### src/rtl/dds_pkg.sv
package dds_pkg;

    localparam int FTW_W       = 32;
    localparam int POW_W       = 14;
    localparam int ASF_W       = 10;
    localparam int OUT_W       = 10;
    localparam int PROF_W      = 4;
    localparam int NUM_PROF    = 1 << PROF_W;
    localparam int ADDR_W      = PROF_W + 1;
    localparam int LUT_W       = 8;
    localparam int QIDX_W      = LUT_W - 2;
    localparam int QN          = 1 << QIDX_W;
    localparam int MAG_W       = OUT_W - 1;

    localparam logic [ADDR_W-1:0] ADR_FREQ  = ADDR_W'(0);
    localparam logic [ADDR_W-1:0] ADR_PHASE = ADDR_W'(1);
    localparam logic [ADDR_W-1:0] ADR_AMP   = ADDR_W'(2);
    localparam logic [ADDR_W-1:0] ADR_CTRL  = ADDR_W'(3);
    localparam int CTRL_CLR_BIT = 2;

    typedef enum logic [1:0] {
        MOD_NONE  = 2'd0,
        MOD_FREQ  = 2'd1,
        MOD_PHASE = 2'd2,
        MOD_AMP   = 2'd3
    } mod_mode_e;

    typedef struct packed {
        logic [FTW_W-1:0] ftw;
        logic [POW_W-1:0] pow;
        logic [ASF_W-1:0] asf;
        mod_mode_e        mode;
    } chan_regs_t;

    typedef struct packed {
        logic [FTW_W-1:0] ftw;
        logic [POW_W-1:0] pow;
        logic [ASF_W-1:0] asf;
    } chan_eff_t;

    typedef struct packed {
        logic [LUT_W-1:0] phase;
        logic [ASF_W-1:0] asf;
    } stage_a_t;

    typedef struct packed {
        logic [OUT_W-1:0] cosv;
        logic [ASF_W-1:0] asf;
    } stage_b_t;

    // Quarter-wave cosine magnitudes sampled at half-step offsets.
    function automatic logic [QN*MAG_W-1:0] build_quarter_table();
        logic [QN*MAG_W-1:0] tab;
        real two_pi;
        real ang;
        tab    = '0;
        two_pi = 6.283185307179586;
        for (int i = 0; i < QN; i++) begin
            ang = two_pi * (real'(i) + 0.5) / real'(4 * QN);
            tab[i*MAG_W +: MAG_W] =
                MAG_W'($rtoi(real'((1 << MAG_W) - 1) * $cos(ang) + 0.5));
        end
        return tab;
    endfunction

    function automatic logic [OUT_W-1:0] to_offset_binary(logic [OUT_W-1:0] v);
        return {~v[OUT_W-1], v[OUT_W-2:0]};
    endfunction

endpackage

### src/rtl/dds_regbank.sv
module dds_regbank
    import dds_pkg::*;
(
    input  logic              clk,
    input  logic              rst,
    input  logic              wr_en,
    input  logic [ADDR_W-1:0] wr_addr,
    input  logic [31:0]       wr_data,
    input  logic              io_update,
    input  logic [PROF_W-1:0] profile,
    output chan_eff_t         eff,
    output logic              clr_now
);

    chan_regs_t       shadow_q;
    chan_regs_t       work_q;
    logic             shadow_clr_q;
    logic [FTW_W-1:0] shadow_pre_q [NUM_PROF];
    logic [FTW_W-1:0] work_pre_q   [NUM_PROF];
    logic [FTW_W-1:0] sel_preset;

    always_ff @(posedge clk) begin
        if (rst) begin
            shadow_q     <= '0;
            work_q       <= '0;
            shadow_clr_q <= 1'b0;
            for (int k = 0; k < NUM_PROF; k++) begin
                shadow_pre_q[k] <= '0;
                work_pre_q[k]   <= '0;
            end
        end else begin
            if (io_update) begin
                work_q <= shadow_q;
                for (int k = 0; k < NUM_PROF; k++) begin
                    work_pre_q[k] <= shadow_pre_q[k];
                end
            end
            if (wr_en) begin
                if (wr_addr[ADDR_W-1]) begin
                    shadow_pre_q[wr_addr[PROF_W-1:0]] <= wr_data;
                end else begin
                    case (wr_addr)
                        ADR_FREQ:  shadow_q.ftw <= wr_data;
                        ADR_PHASE: shadow_q.pow <= wr_data[POW_W-1:0];
                        ADR_AMP:   shadow_q.asf <= wr_data[ASF_W-1:0];
                        ADR_CTRL: begin
                            shadow_q.mode <= mod_mode_e'(wr_data[1:0]);
                            shadow_clr_q  <= wr_data[CTRL_CLR_BIT];
                        end
                        default: ;
                    endcase
                end
            end
        end
    end

    assign sel_preset = work_pre_q[profile];
    assign clr_now    = io_update & shadow_clr_q;

    always_comb begin
        eff.ftw = work_q.ftw;
        eff.pow = work_q.pow;
        eff.asf = work_q.asf;
        unique case (work_q.mode)
            MOD_FREQ:  eff.ftw = sel_preset;
            MOD_PHASE: eff.pow = sel_preset[POW_W-1:0];
            MOD_AMP:   eff.asf = sel_preset[ASF_W-1:0];
            default: ;
        endcase
    end

    // working copy moves only on the update strobe
    assert_hold_without_update_R6: assert property (@(posedge clk) disable iff (rst)
        !io_update |=> $stable(work_q));

    // working copy equals the shadow copy seen at the update edge
    assert_load_on_update_R6: assert property (@(posedge clk) disable iff (rst)
        io_update |=> (work_q == $past(shadow_q)));

endmodule

### src/rtl/dds_cos_lut.sv
module dds_cos_lut
    import dds_pkg::*;
(
    input  logic [LUT_W-1:0] phase,
    output logic [OUT_W-1:0] cosv
);

    localparam logic [QN*MAG_W-1:0] QTAB = build_quarter_table();

    logic [1:0]        quad;
    logic [QIDX_W-1:0] idx;
    logic [MAG_W-1:0]  mag;
    logic              negate;

    always_comb begin
        quad   = phase[LUT_W-1 -: 2];
        idx    = quad[0] ? ~phase[QIDX_W-1:0] : phase[QIDX_W-1:0];
        mag    = QTAB[idx*MAG_W +: MAG_W];
        negate = quad[0] ^ quad[1];
        cosv   = negate ? (~{1'b0, mag} + OUT_W'(1)) : {1'b0, mag};
    end

endmodule

### src/rtl/dds_channel.sv
module dds_channel
    import dds_pkg::*;
(
    input  logic             clk,
    input  logic             rst,
    input  chan_eff_t        eff,
    input  logic             clr_now,
    output logic [OUT_W-1:0] sample
);

    localparam int PROD_W = OUT_W + ASF_W + 1;

    logic [FTW_W-1:0]         acc_q;
    logic [POW_W-1:0]         phase_full;
    stage_a_t                 sa_q;
    stage_b_t                 sb_q;
    logic [OUT_W-1:0]         cos_val;
    logic signed [PROD_W-1:0] prod;
    logic [OUT_W-1:0]         scaled;
    logic [OUT_W-1:0]         sample_q;
    logic                     unused_phase_low;
    logic                     unused_prod_bits;

    always_ff @(posedge clk) begin
        if (rst) begin
            acc_q <= '0;
        end else if (clr_now) begin
            acc_q <= '0;
        end else begin
            acc_q <= acc_q + eff.ftw;
        end
    end

    assign phase_full       = acc_q[FTW_W-1 -: POW_W] + eff.pow;
    assign unused_phase_low = ^phase_full[POW_W-LUT_W-1:0];

    always_ff @(posedge clk) begin
        if (rst) begin
            sa_q <= '0;
        end else begin
            sa_q.phase <= phase_full[POW_W-1 -: LUT_W];
            sa_q.asf   <= eff.asf;
        end
    end

    dds_cos_lut u_lut (
        .phase (sa_q.phase),
        .cosv  (cos_val)
    );

    always_ff @(posedge clk) begin
        if (rst) begin
            sb_q <= '0;
        end else begin
            sb_q.cosv <= cos_val;
            sb_q.asf  <= sa_q.asf;
        end
    end

    assign prod             = $signed(sb_q.cosv) * $signed({1'b0, sb_q.asf});
    assign scaled           = prod[ASF_W +: OUT_W];
    assign unused_prod_bits = ^{prod[PROD_W-1], prod[ASF_W-1:0]};

    always_ff @(posedge clk) begin
        if (rst) begin
            sample_q <= to_offset_binary('0);
        end else begin
            sample_q <= to_offset_binary(scaled);
        end
    end

    assign sample = sample_q;

    // accumulator steps by the effective word when not cleared
    assert_acc_step_R1: assert property (@(posedge clk) disable iff (rst)
        !clr_now |=> (acc_q == $past(acc_q + eff.ftw)));

    // clear request restarts the phase at zero
    assert_acc_clear_R8: assert property (@(posedge clk) disable iff (rst)
        clr_now |=> (acc_q == '0));

    // zero amplitude gives mid-scale output
    assert_zero_amp_midscale_R4: assert property (@(posedge clk) disable iff (rst)
        (sb_q.asf == '0) |=> (sample_q == {1'b1, {(OUT_W-1){1'b0}}}));

    // reset leaves the accumulator at zero
    assert_reset_acc_R10: assert property (@(posedge clk)
        rst |=> (acc_q == '0));

endmodule

### src/rtl/dds_sync_div.sv
module dds_sync_div #(
    parameter int DIV = 4
) (
    input  logic clk,
    input  logic rst,
    output logic sync_clk
);

    localparam int CW = $clog2(DIV);

    logic [CW-1:0] cnt_q;

    always_ff @(posedge clk) begin
        if (rst) begin
            cnt_q <= '0;
        end else begin
            cnt_q <= cnt_q + CW'(1);
        end
    end

    assign sync_clk = cnt_q[CW-1];

    // each level of the divided clock lasts at least two system clocks
    assert_sync_hold_R9: assert property (@(posedge clk) disable iff (rst)
        (sync_clk != $past(sync_clk)) |=> $stable(sync_clk));

endmodule

### src/rtl/dual_dds_core.sv
module dual_dds_core
    import dds_pkg::*;
#(
    parameter int NUM_CH   = 2,
    parameter int SYNC_DIV = 4
) (
    input  logic                     clk,
    input  logic                     rst,
    input  logic                     wr_en,
    input  logic                     wr_chan,
    input  logic [ADDR_W-1:0]        wr_addr,
    input  logic [31:0]              wr_data,
    input  logic                     io_update,
    input  logic [PROF_W-1:0]        profile,
    output logic [NUM_CH*OUT_W-1:0]  dac_data,
    output logic                     sync_clk
);

    for (genvar c = 0; c < NUM_CH; c++) begin : g_ch
        chan_eff_t eff;
        logic      clr_now;
        logic      ch_wr;

        assign ch_wr = wr_en && (wr_chan == 1'(c));

        dds_regbank u_regs (
            .clk       (clk),
            .rst       (rst),
            .wr_en     (ch_wr),
            .wr_addr   (wr_addr),
            .wr_data   (wr_data),
            .io_update (io_update),
            .profile   (profile),
            .eff       (eff),
            .clr_now   (clr_now)
        );

        dds_channel u_chan (
            .clk     (clk),
            .rst     (rst),
            .eff     (eff),
            .clr_now (clr_now),
            .sample  (dac_data[c*OUT_W +: OUT_W])
        );
    end

    dds_sync_div #(.DIV(SYNC_DIV)) u_sync (
        .clk      (clk),
        .rst      (rst),
        .sync_clk (sync_clk)
    );

endmodule

### config.mk
export PLATFORM = sky130hd
export DESIGN_NAME = dual_dds_core
export DESIGN_NICKNAME = d
export VERILOG_FILES = /design/src/rtl/dds_pkg.sv /design/src/rtl/dds_regbank.sv /design/src/rtl/dds_cos_lut.sv /design/src/rtl/dds_channel.sv /design/src/rtl/dds_sync_div.sv /design/src/rtl/dual_dds_core.sv
export SDC_FILE = /design/constraint.sdc
export NUM_CORES = 2
export LEC_CHECK = 0
export ABC_AREA = 1
export CAP_MARGIN = 20
export CORE_MARGIN = 10
export CORE_UTILIZATION = 30
export CTS_CLUSTER_SIZE = 24
export DETAILED_ROUTE_END_ITERATION = 16
export PLACE_DENSITY = 0.44
export SLEW_MARGIN = 20
export SYNTH_ARGS = -nofsm -noshare
export SYNTH_HDL_FRONTEND = slang
export SYNTH_SLANG_ARGS = --single-unit
### constraint.sdc
create_clock -name clk -period 35.2 [get_ports clk]
set_clock_uncertainty 0.15 [all_clocks]
set_input_delay 5.28 -clock clk [delete_from_list [all_inputs] [get_ports clk]]
set_output_delay 5.28 -clock clk [all_outputs]
set_load 0.02 [all_outputs]
# Yosys cells after proc, flatten, opt, wreduce, memory -nomap -nowiden
# Memory sizes are Yosys's and may differ from the RTL's.
# Index checks and enable logic that the tools add are counted.
# W data, S select, Z words.
[totals]
word_cells = 182
reg_bits = 396
mem_count = 4
ram_bits = 2048
rom_bits = 0
latch_bits = 0
output_inout_bits = 21
input_bits = 46
[classes]
multipliers = 4
magnitude_cmp = 0
n_bitwise = 46
reduce_logical = 17
mux = 60
div = 0
n_addsub = 7
eq_ne = 9
shifts = 2
[mem_list]
columns = ["memory", "words", "word_bits", "rd", "rd_clocked_by_memory_dff", "write_ports", "line_no", "rtl"]
rows = [
  ["g_ch[0].u_regs.shadow_pre_q", 16, 32, 16, 0, 16, "dds_regbank.sv:18", "logic [FTW_W-1:0] shadow_pre_q [NUM_PROF];"],
  ["g_ch[0].u_regs.work_pre_q", 16, 32, 1, 0, 16, "dds_regbank.sv:19", "logic [FTW_W-1:0] work_pre_q [NUM_PROF];"],
  ["g_ch[1].u_regs.shadow_pre_q", 16, 32, 16, 0, 16, "dds_regbank.sv:18", ""],
  ["g_ch[1].u_regs.work_pre_q", 16, 32, 1, 0, 16, "dds_regbank.sv:19", ""],
]
[ops]
columns = ["cell", "n"]
rows = [
  ["$mux W32", 36],
  ["$shiftx A576 B11 Y9 const A", 2],
  ["$add A32 B32 Y32", 2],
  ["$reduce_or A32 Y1", 2],
  ["$mul A10 B11 Y20", 2],
  ["$or A1 B1 Y1", 32],
  ["$add A14 B14 Y14", 2],
  ["$mux W14", 2],
  ["$reduce_and A3 Y1", 8],
  ["$add A10 B1 Y10 const B", 2],
  ["$mul A6 B4 Y10 const B", 2],
  ["$mux W10", 2],
  ["$not A9 Y10", 2],
  ["$mux W9", 2],
  ["$mux W1", 14],
  ["$mux W6", 2],
  ["$not A6 Y6", 2],
  ["$eq A5 B2 Y1 const B", 2],
  ["$eq A2 B2 Y1 const B", 4],
  ["$mux W4", 2],
  ["$reduce_or A2 Y1", 4],
  ["$not A1 Y1", 6],
  ["$eq A5 B1 Y1 const B", 1],
  ["$logic_not A5 Y1", 1],
  ["other kinds (5)", 9],
]

# Logic depth before layout (Yosys ltp)
[depth]
ltp_word = 7
mapped_depth = 25

# Hierarchy
# Synthesis repeated with hierarchy kept, for this count alone.
[unflattened]
hier_cells = 12526
area_unflattened_um2 = 114518.6
[modules_own_cells]
columns = ["mod", "seq_area_each_um2", "cells_each", "area_each_um2", "n_inst"]
rows = [
  ["dds_regbank at g_ch[1].u_regs", 33091.7, 4749, 47576.9, 1],
  ["dds_regbank at g_ch[0].u_regs", 33091.7, 4749, 47564.4, 1],
  ["dds_channel at g_ch[0].u_chan", 1601.5, 1261, 8369.3, 1],
  ["dds_channel at g_ch[1].u_chan", 1601.5, 1255, 8365.5, 1],
  ["dds_cos_lut", 0.0, 250, 1281.2, 2],
  ["dds_sync_div", 40.0, 8, 62.6, 1],
  ["dual_dds_core", 0.0, 4, 17.5, 1],
]

# Worst setup path before layout
# OpenSTA, ideal clock, no wires.
[synth_path]
kind = "in2reg"
from = "input port io_update"
to = "register g_ch[1].u_regs.work_q[21] (netlist bit)"
slack_ns = -0.204
cell_stages = 5
path_buffers = 2
t_arrival_ns = 33.965
setup_time_ns = 1.290
cell_sequence = "clkinv_1 -> nand2_1 -> clkbuf_1 -> clkbuf_1 -> o21ai_0"
[synth_lines]
columns = ["item", "line_no", "rtl"]
rows = [
  ["start: declaration", "dual_dds_core.sv:13", "input logic io_update,"],
  ["end signal: assignment", "dds_regbank.sv:33", "work_q <= shadow_q;"],
  ["end: declaration", "dds_regbank.sv:16", "chan_regs_t work_q;"],
]

# Final worst setup path
[layout_path]
from = "input port profile[0]"
to = "register g_ch[0].u_chan.acc_q[22]"
[layout_via]
elab_chain_cells = 3
[layout_rtl]
columns = ["item", "line_no", "rtl"]
rows = [
  ["start: declaration", "dual_dds_core.sv:14", "input logic [PROF_W-1:0] profile,"],
  ["$mem_v2 Z16 W32", "--", ""],
  ["$mux W32", "dds_regbank.sv:64", "unique case (work_q.mode)"],
  ["$add A32 B32 Y32", "dds_channel.sv:30", "acc_q <= acc_q + eff.ftw;"],
  ["end signal: assignment", "dds_channel.sv:30", ""],
  ["end: declaration", "dds_channel.sv:13", "logic [FTW_W-1:0] acc_q;"],
]
# No other way between the ends.
# A chain may end at the register's enable or synchronous reset.

==> results.ini <==
[outcome]
status = completed

[clock_tree]
post_cts_resized = 0
clock_latency_ns = 0.90
root_buffer = clkbuf_16
postCtsHoldBufs = 0
cts_num_sinks = 2444
numCtsBuffers = 281
cts_buffer_depth = 4
htreeDepth = 5
postCtsSetupRepairBufs = 0
cts_tree = done
clkTransAtPathRegs_ns = 0.06

[power_and_ir_drop]
p_int_mw = 5.02
p_switching_mw = 1.58
p_total_mw = 6.60
p_clk_share_pct = 43.6
swShare_pct = 23.9
leakage_nw = 52.0
powerDensity_nw_per_um2 = 53.1
seq_power_share_pct = 50.4
peakVddDrop_mv = 0.0325
combPwrFrac_pct = 6.0

[timing]
fin_crit_ns = 11.55
fmax_mhz = 86.6
finalHoldViolations = 0
rsz0062_at_grt = false
maxSlewHeadroom_pct = 19.5
finalMaxSlewViolations = 0
worst_pin_slew_ns = 1.20
setup_viol = 0
fin_crit_sh_pct = 32.8
finalSetupTns_ns = 0

[global_routing]
grtUsageTotal_pct = 18.1
grt_pass1_vias = 76300
antenna_found_initial = 28
grt_max_degree = 196
grt_pass1_wl_mm = 530
grt.overflow.total = 0

[worst_setup_path]
reg2reg_to = g_ch[1].u_chan.sample[7]
arrival_ns = 12.16
cp-end-kind = flop
cp.required_ns = 35.81
timing.rr.start = g_ch[1].u_chan.sb_q[7]
critical_path_class = input port to flop
start_kind = input port
reg2reg_depth = 20
cp_max_fo = 107
ff2ff_setup_slack_ns = 29.85

[yosys]
yosysSeqAreaShare_pct = 63.2
synth_area_sq_um = 110000
syn-num-nets = 11400
yosys_register_bits = 2444
synth_edf_count = 2048
synth_cell_type_count = 52
yosysWarnings = 0
avgSynthCellArea_sq_um = 9.98
synthArstFlopShare_pct = 0
synth_cells = 11000
synth-main-ff-cell = edfxtp_1

[drt]
drc = 0
antenna_left = 0
dr.pass1.iters = 5
drt_wl_total_mm = 365
wl_per_cell_um = 23.0
via_per_inst = 4.85
dr.first_iter.drc_count = 7212
via_count = 77000

[cells_and_area]
syn2layout_area_growth_pct = 13.3
final_common_cell = nor2_1
drive_gt1_share_pct = 6.37
layout_common_cells = nor2_1 (2,863), edfxtp_1 (2,048), inv_1 (1,613)
fill_cells = 36900
nets = 11200

[floorplan]
placementRows = 222
start_util_pct = 30.1
core_area_sq_um = 365000
die_w_um = 625
io_pins = 67
die_y_um = 625
dieArea_sq_um = 390000

[hold_path]
hold_start = g_ch[0].u_chan.sa_q[2]
hp-class = flop to flop
hold_end = g_ch[0].u_chan.sb_q[2]
hold_path_depth = 2

[placed_design]
dp_hpwl_mm = 207
portBuffers = 66
routabilityCongestion = 0.851

[flow_run]
drv_cap = 0

-- power groups by stage --
| stage | Sequential (mW) | Combinational (mW) | Clock, mW |
|---|---|---|---|
| after global placement | 3.39 | 0.396 | 0 |
| after global routing | 3.34 | 0.431 | 3.06 |
| after CTS | 3.33 | 0.400 | 2.95 |
| final | 3.33 | 0.395 | 2.88 |
| after floorplan | 3.41 | 0.219 | 0 |
| after detailed placement | 3.39 | 0.399 | 0 |
-- area by class of cell --
type                       instances  area [sq um]  area share [%]
timing repair buffer             239          2090            1.68
inverter                        1657          6250            5.03
tap                             4816          6030            4.85
clock buffer                     383          7780            6.26
multi-input combinational       6209         31600            25.4
clock inverter                   126          1090           0.875
sequential                      2444         69400            55.8
antenna                            8          20.0          0.0161
-- sequential cells by signal, summed over array words and instances, names as in the netlist --
signal	count
g_ch.u_regs.work_pre_q	1024
g_ch.u_regs.shadow_pre_q	1024
u_sync.cnt_q	2
g_ch.u_chan.sb_q	40
g_ch.u_regs.shadow_clr_q	2
g_ch.u_chan.sample	20
g_ch.u_regs.work_q	116
g_ch.u_regs.shadow_q	116
g_ch.u_chan.sa_q	36
g_ch.u_chan.acc_q	64
-- worst max path at each step --
| stage | from | endpoint | slack (ns) | cells after the start |
|---|---|---|---|---|
| after floorplan | io_update | g_ch[1].u_regs.work_q[21] | 15.57 | 5 |
| after global placement | profile[0] | g_ch[0].u_chan.acc_q[22] | 22.84 | 22 |
| after detailed placement | profile[0] | g_ch[0].u_chan.acc_q[22] | 22.79 | 22 |
| after CTS | profile[0] | g_ch[0].u_chan.acc_q[22] | 23.74 | 22 |
| after global routing | profile[0] | g_ch[0].u_chan.acc_q[22] | 23.10 | 22 |
| final | profile[0] | g_ch[0].u_chan.acc_q[22] | 23.65 | 22 |
-- per-layer routing --
layer | GRT usage (%) | part of all wire [%] | vias up
met1 | 25.4 | 46 | 38600
met4 | 3.77 | 2.1 | 12
li1 | - | - | 35700
met2 | 30.0 | 46 | 2122
met5 | 0 | 0.022 | -
met3 | 2.48 | 5.8 | 448
-- critical path, stage by stage --
cell and delay [ns]:
buf_8 0.26, inv_8 0.54, buf_4 0.64, buf_4 0.68, buf_4 0.59, buf_4 0.71
o21ai_0 0.17, o221ai_1 0.20, o211ai_1 0.11, nand2_1 0.21, o21ai_0 0.19, fa_1 0.43
inv_1 0.09, nand2_1 0.06, a21oi_1 0.23, a21oi_1 0.19, o21ai_0 0.58, a21boi_0 0.27
o21ai_0 0.31, nand2_1 0.09, nand2_1 0.07, nor2_1 0.04
-- synth_stat cells (2+ instances only) --
cell	instances	area share (%)
ha_1	215	2.5
clkinv_1	29	0.099
nor4_1	7	0.040
xnor2_2	2	0.030
xnor2_1	18	0.14
buf_6	5	0.051
nand2_2	5	0.028
a2111oi_0	4	0.032
buf_2	63	0.29
o21ai_1	4	0.018
o21ai_0	933	4.3
a21o_1	21	0.14
o21bai_1	11	0.075
o21a_1	14	0.096
o31ai_1	2	0.014
xor2_4	2	0.050
nand3_1	296	1.3
dfxtp_1	396	7.2
or2_2	9	0.051
nor3_1	39	0.18
nand4_1	22	0.13
xor2_1	6	0.048
a22oi_1	20	0.14
a221oi_1	5	0.040
nor2_1	2871	9.8
o211ai_1	47	0.32
nand3b_1	2	0.014
a21oi_1	377	1.7
nor3b_1	2	0.014
a31oi_1	48	0.27
nand2_1	839	2.9
edfxtp_1	2048	56
inv_2	2	0.0068
inv_1	1626	5.6
o221ai_1	173	1.4
fa_1	126	2.3
nor2_2	4	0.023
a21boi_0	9	0.062
buf_4	6	0.041
o22ai_1	67	0.38
buf_1	16	0.055
clkbuf_1	600	2.1
-- logic make-up (layout without fill, tap and decap cells) --
| kind of cell | after synthesis | count (layout) | synth area share (%) |
|---|---|---|---|
| simple gates | 4097 | 4097 | 14.5 |
| compound gates | 1741 | 1741 | 9.00 |
| other cells | 0 | 8 | 0 |
| fa+ha+maj | 341 | 341 | 4.75 |
| xor+xnor | 30 | 30 | 0.311 |
| buf+inv | 2348 | 2405 | 8.17 |
| flops | 2444 | 2444 | 63.2 |
-- through the flow --
step,instance area [sq um],worst slack [ns],hold slack (ns),utilization [%],instances
2_1_floorplan,110000,15.57,0.238,-,11000
3_3_place_gp,115000,22.84,0.247,31.6,15400
3_5_place_dp,115000,22.79,0.250,31.6,15400
4_1_cts,124000,23.74,0.235,34.0,15900
5_1_grt,124000,23.10,0.258,34.1,15900
6_report,124000,23.65,0.236,34.1,15900
Note: power is estimated with default switching activity, not from simulation.
